==> src/rtl/cmp_evt_pkg.sv <==
package cmp_evt_pkg;

  // A step that can match: a real increment not overlaid by a restart.
  function automatic logic qualified_step(input logic inc, input logic start,
                                          input logic clr);
    return inc & ~start & ~clr;
  endfunction

  // Edges on which a staged compare value becomes active.
  function automatic logic commit_edge(input logic inc, input logic start,
                                       input logic clr);
    return inc | start | clr;
  endfunction

  // Equality test kept here so the bench can state it independently.
  function automatic logic value_hit(input logic [63:0] cnt, input logic [63:0] val);
    return cnt == val;
  endfunction

endpackage

==> src/rtl/cmp_channel.sv <==
module cmp_channel #(
  parameter int unsigned CNT_W = 24,
  parameter bit          IMPL  = 1'b1
) (
  input  logic             clk,
  input  logic             rst_n,
  input  logic [CNT_W-1:0] count_i,
  input  logic             step_ok_i,
  input  logic             boundary_i,
  input  logic             wr_hit_i,
  input  logic [CNT_W-1:0] wr_data_i,
  output logic             match_o
);
  import cmp_evt_pkg::*;

  generate
    if (IMPL) begin : g_live
      logic [CNT_W-1:0] active_q;
      logic [CNT_W-1:0] stage_q;
      logic             pend_q;

      always_ff @(posedge clk) begin
        if (!rst_n) begin
          active_q <= '0;
          stage_q  <= '0;
          pend_q   <= 1'b0;
        end else begin
          if (boundary_i) begin
            if (pend_q) active_q <= stage_q;
            pend_q <= wr_hit_i;
          end else if (wr_hit_i) begin
            pend_q <= 1'b1;
          end
          if (wr_hit_i) stage_q <= wr_data_i;
        end
      end

      assign match_o = step_ok_i &
                       value_hit(64'(count_i), 64'(active_q));
    end else begin : g_absent
      logic unused_ok;
      assign unused_ok = &{1'b0, clk, rst_n, count_i, step_ok_i, boundary_i,
                           wr_hit_i, wr_data_i};
      assign match_o = 1'b0;
    end
  endgenerate

endmodule

==> src/rtl/cmp_flags.sv <==
module cmp_flags #(
  parameter int unsigned NUM_CH = 4
) (
  input  logic              clk,
  input  logic              rst_n,
  input  logic [NUM_CH-1:0] match_i,
  input  logic [NUM_CH-1:0] route_en_i,
  input  logic [NUM_CH-1:0] irq_en_i,
  input  logic [NUM_CH-1:0] flag_clr_i,
  output logic [NUM_CH-1:0] evt_o,
  output logic [NUM_CH-1:0] flag_o,
  output logic              irq_o
);

  logic [NUM_CH-1:0] evt_q;
  logic [NUM_CH-1:0] flag_q;

  always_ff @(posedge clk) begin
    if (!rst_n) begin
      evt_q  <= '0;
      flag_q <= '0;
    end else begin
      evt_q  <= match_i & route_en_i;
      flag_q <= (flag_q & ~flag_clr_i) | match_i;
    end
  end

  assign evt_o  = evt_q;
  assign flag_o = flag_q;
  assign irq_o  = |(flag_q & irq_en_i);

endmodule

==> src/rtl/cmp_event_unit.sv <==
module cmp_event_unit #(
  parameter int unsigned CNT_W   = 24,
  parameter int unsigned NUM_CH  = 4,
  parameter int unsigned IMPL_CH = NUM_CH,
  localparam int unsigned CH_W   = (NUM_CH > 1) ? $clog2(NUM_CH) : 1
) (
  input  logic              clk,
  input  logic              rst_n,
  input  logic [CNT_W-1:0]  count_i,
  input  logic              inc_i,
  input  logic              start_i,
  input  logic              clear_i,
  input  logic              wr_en_i,
  input  logic [CH_W-1:0]   wr_ch_i,
  input  logic [CNT_W-1:0]  wr_data_i,
  input  logic [NUM_CH-1:0] route_en_i,
  input  logic [NUM_CH-1:0] irq_en_i,
  input  logic [NUM_CH-1:0] flag_clr_i,
  output logic [NUM_CH-1:0] evt_o,
  output logic [NUM_CH-1:0] flag_o,
  output logic              irq_o
);
  import cmp_evt_pkg::*;

  // Named internal events, visible to the checker.
  logic              step_ok;
  logic              boundary;
  logic [NUM_CH-1:0] wr_hit;
  logic [NUM_CH-1:0] match_vec;

  assign step_ok  = qualified_step(inc_i, start_i, clear_i);
  assign boundary = commit_edge(inc_i, start_i, clear_i);

  generate
    for (genvar c = 0; c < NUM_CH; c++) begin : g_ch
      assign wr_hit[c] = wr_en_i && (wr_ch_i == CH_W'(c));

      cmp_channel #(
        .CNT_W (CNT_W),
        .IMPL  (c < IMPL_CH)
      ) u_ch (
        .clk        (clk),
        .rst_n      (rst_n),
        .count_i    (count_i),
        .step_ok_i  (step_ok),
        .boundary_i (boundary),
        .wr_hit_i   (wr_hit[c]),
        .wr_data_i  (wr_data_i),
        .match_o    (match_vec[c])
      );
    end
  endgenerate

  cmp_flags #(.NUM_CH(NUM_CH)) u_flags (
    .clk        (clk),
    .rst_n      (rst_n),
    .match_i    (match_vec),
    .route_en_i (route_en_i),
    .irq_en_i   (irq_en_i),
    .flag_clr_i (flag_clr_i),
    .evt_o      (evt_o),
    .flag_o     (flag_o),
    .irq_o      (irq_o)
  );

endmodule

==> config.mk <==
export PLATFORM = sky130hd
export DESIGN_NAME = cmp_event_unit
export DESIGN_NICKNAME = d
export VERILOG_FILES = /design/src/rtl/cmp_evt_pkg.sv /design/src/rtl/cmp_channel.sv /design/src/rtl/cmp_flags.sv /design/src/rtl/cmp_event_unit.sv
export SDC_FILE = /design/constraint.sdc
export NUM_CORES = 1
export LEC_CHECK = 0
export ABC_AREA = 1
export BUFFER_PORTS_ARGS = -buffer_cell sky130_fd_sc_hd__buf_2
export CAP_MARGIN = 25
export CORE_AREA = 2 2 145 147
export CTS_CLUSTER_DIAMETER = 40
export DETAILED_ROUTE_END_ITERATION = 16
export DIE_AREA = 0 0 147 149
export PLACE_DENSITY_LB_ADDON = 0.08
export SLEW_MARGIN = 20
export SYNTH_ARGS = -nofsm -noshare
export SYNTH_HDL_FRONTEND = slang
export SYNTH_SLANG_ARGS = --single-unit
==> constraint.sdc <==
create_clock -name clk -period 1.1 [get_ports clk]
set_input_delay 0.055 -clock clk [delete_from_list [all_inputs] [get_ports clk]]
set_output_delay 0.055 -clock clk [all_outputs]
set_load 0.005 [all_outputs]
==> run metrics <==
status finished with violations; failing checks setup timing; Final Critical Period 1202 ps; Hold WS 55.44 ps; Core Box Area 20560 sq um; Critical Path Max Stage Delay 320 ps; WL/cell 17.12 um; number of max-cap violations 0; ant diodes 0; buffers and inverters on the worst path 0; skew final 22.99 ps; Area growth, synth to finish 39.58%; DR iter-0 viols 571; CP delay by family, top simple AND/OR/NAND/NOR gates; Final WS setup -101.7 ps; synthesized flop and latch total 204; TritonCTS clock tree yes; Area after DPL 10440 sq um; IO Count 77; CP Cell Sequence xor2_1 > nor2_4 > nand2_1 > nor2_2 > nand3_2 > a21oi_2; critical path endpoint category flop; post-synth top area cell dfxtp_1; Synth top area share 45.60%; largest net degree at the start of global routing 61; Die ar. 21900 sq um; die width 147 um; final setup fails 11; Leak 5.504 nW; Final nets 1584; Crit Path Class reg -> reg; Hold WC Path Type in -> reg; # port buffers 76; final period utilization 109.2%; clock-pin slew on the worst setup and hold paths 50 ps; Power Density 1713 nW/um^2; Total GRT Usage 28.66%; clock buffer depth 3; Mapped Cells 1308; max_slew headroom 69.39%; Core Rows 53; unrepaired setup endpoints after global routing true; drt pass-1 iters 5; Worst Max-Slew Pin Slew 458.7 ps; first-pass GRT wire length 47780 um; CTS sink count 204; GRT overflow 0; Mean Syn Cell Area 6.847 sq um; Die Ht 149 um; highest net fanout along the worst path 2; DR vias/cell 4.985; vias in the first global route 8526; synth top area cells dfxtp_1 (46%), nor2_1 (12%), nand2_1 (11%); Worst setup SP type flop; Required @ worst endpoint 1540 ps; gpl congestion 0.9089; vias 9057; Final Slew Violations 0; Max VDD drop 1174 uV; HPWL after DPL 22860 um; CTS Root Cell clkbuf_16; count of different cell masters after synthesis 25; number of remaining DRC errors 0; Initial Util 43.57%; Fmax 832.1 MHz; Slowest-stage cell, CP dfxtp_1; layout cells sized above 1 27.69%; synth warn 0; WP data arrival 1640 ps; Synth Net Count 1376; Final Instance Area 12500 sq um; Hold Fails Final Rpt 0; Routed WL 31110 um; post-synthesis sequential area ratio 45.60%; worst skew pair latency 530 ps; H-tree lvl count 2; Routed Antenna Nets 0; layout filler cell count 1949; CTS Buf Count 36; initial antenna violation count 0; Cell Area, Synth 8956 sq um
## path summary, 6_finish.rpt
check	start	end	slack (ps)	cells after the start
setup / recovery	g_ch[2].u_ch.g_live.active_q[13]	u_flags.flag_o[2]	-100	6
hold / removal	count_i[17]	u_flags.evt_o[3]	60	6
setup reg to reg	g_ch[2].u_ch.g_live.active_q[13]	u_flags.flag_o[2]	-100	6
hold reg to reg	g_ch[3].u_ch.g_live.stage_q[15]	g_ch[3].u_ch.g_live.stage_q[15]	440	2
## flip-flops by register name (all words and copies together), names as in the netlist
signal	flops
g_ch.u_ch.g_live.pend_q	4
g_ch.u_ch.g_live.stage_q	96
g_ch.u_ch.g_live.active_q	96
u_flags.flag_o	4
u_flags.evt_o	4
## layer usage
metal / part of all wire [%] / GRT usage [%] / vias to the layer above / wire length [um]
li1: - / - / 4563 / -
met1: 48 / 42.07 / 4167 / 14800
met2: 43 / 43.73 / 278 / 13290
met3: 7.5 / 5.046 / 49 / 2327
met4: 2.2 / 7.356 / 0 / 697
met5: 0 / 0 / - / 0
## report_power, final
group	internal [mW]	switching, mW	total [mW]
Combinational	0.913	1.36	2.27
Clock	7.20	4.03	11.2
Sequential	7.72	0.198	7.92
Total	15.8	5.58	21.4
## cell families (layout without fill, tap and decap cells)
family	Yosys count	after routing	synth area share (%)
AOI/OAI and AO/OA	298	298	16.65
xor gates and xnor gates	29	29	2.836
buffers and inverters	186	420	8.690
DFF	204	204	45.60
and+or+nand+nor	591	591	26.22
## worst min-delay path, cell delays in order
cell,delay [ps]
buf_2,150
nand2_1,70
nand2_1,70
nor2_1,50
nand3_1,90
nor3_2,50
## cell usage in the layout (no fill, tap or decap), types with 3 or more instances in the layout
| master | n |
|---|---|
| nand3_1 | 13 |
| clkinv_2 | 5 |
| nand3_2 | 5 |
| buf_4 | 102 |
| buf_2 | 74 |
| nand4_1 | 7 |
| nor2_4 | 4 |
| o21ai_2 | 7 |
| clkbuf_8 | 6 |
| xnor2_1 | 5 |
| dfxtp_2 | 33 |
| clkinv_4 | 5 |
| nor2_2 | 33 |
| clkbuf_16 | 36 |
| nand2_2 | 46 |
| o21ai_0 | 160 |
| dfxtp_1 | 167 |
| inv_2 | 12 |
| bufinv_16 | 3 |
| o21ai_1 | 25 |
| clkinv_8 | 4 |
| nand2_1 | 212 |
| xnor2_2 | 3 |
| a21oi_2 | 3 |
| nor3_2 | 8 |
| inv_1 | 116 |
| nand2_4 | 7 |
| buf_12 | 15 |
| dlygate4sd3_1 | 34 |
| nor2_1 | 246 |
| and3_1 | 4 |
| dfxtp_4 | 4 |
| a21oi_1 | 103 |
| xor2_1 | 19 |
## cell type report
class / count / area (sq um) / area share [%]
repair buffers: 227 / 1799 / 14.39
well taps: 275 / 344.1 / 2.752
flip-flops and latches: 204 / 4140 / 33.12
clock buffers: 44 / 991.0 / 7.927
multi-input cells: 918 / 4489 / 35.91
clock inverters: 20 / 250.2 / 2.002
inverters: 129 / 486.7 / 3.894
## per-stage QoR
step	instances	setup TNS (ps)	power [mW]	worst slack, ps	util (%)
5_1_grt	1817	-1569	22.16	-197.9	60.81
3_5_place_dp	1716	-3585	10.04	-201.4	50.79
3_3_place_gp	1716	-2760	10.02	-214.4	50.79
2_1_floorplan	1308	0	9.051	140.7	-
4_1_cts	1816	-635.0	21.40	-107.2	59.35
6_report	1817	-607.7	21.41	-101.7	60.81
## timing repair
| item | in CTS | in global routing |
|---|---|---|
| setup buffers | 2 | 1 |
| hold buffers | 34 | 0 |
| resized for setup | 69 | 127 |
| endpoints found under the hold margin | 108 | 0 |
| setup endpoints to repair | 19 | 26 |
| pin swaps | 25 | 65 |
## Yosys cell counts
master,count
nor3_4,1
a21oi_1,106
nor3_1,8
nand3b_1,1
buf_4,8
nand3_1,18
inv_4,1
inv_2,1
nand4_1,7
nand2_4,4
o21ai_0,178
and3_1,4
dfxtp_1,204
nor3b_4,1
xor2_1,21
nor2_1,283
buf_2,14
clkbuf_1,31
inv_1,127
xnor2_1,8
nor3b_1,1
o21ai_1,14
buf_6,4
nand2_1,261
and2_0,2
Note: power is estimated with default switching activity, not from simulation.
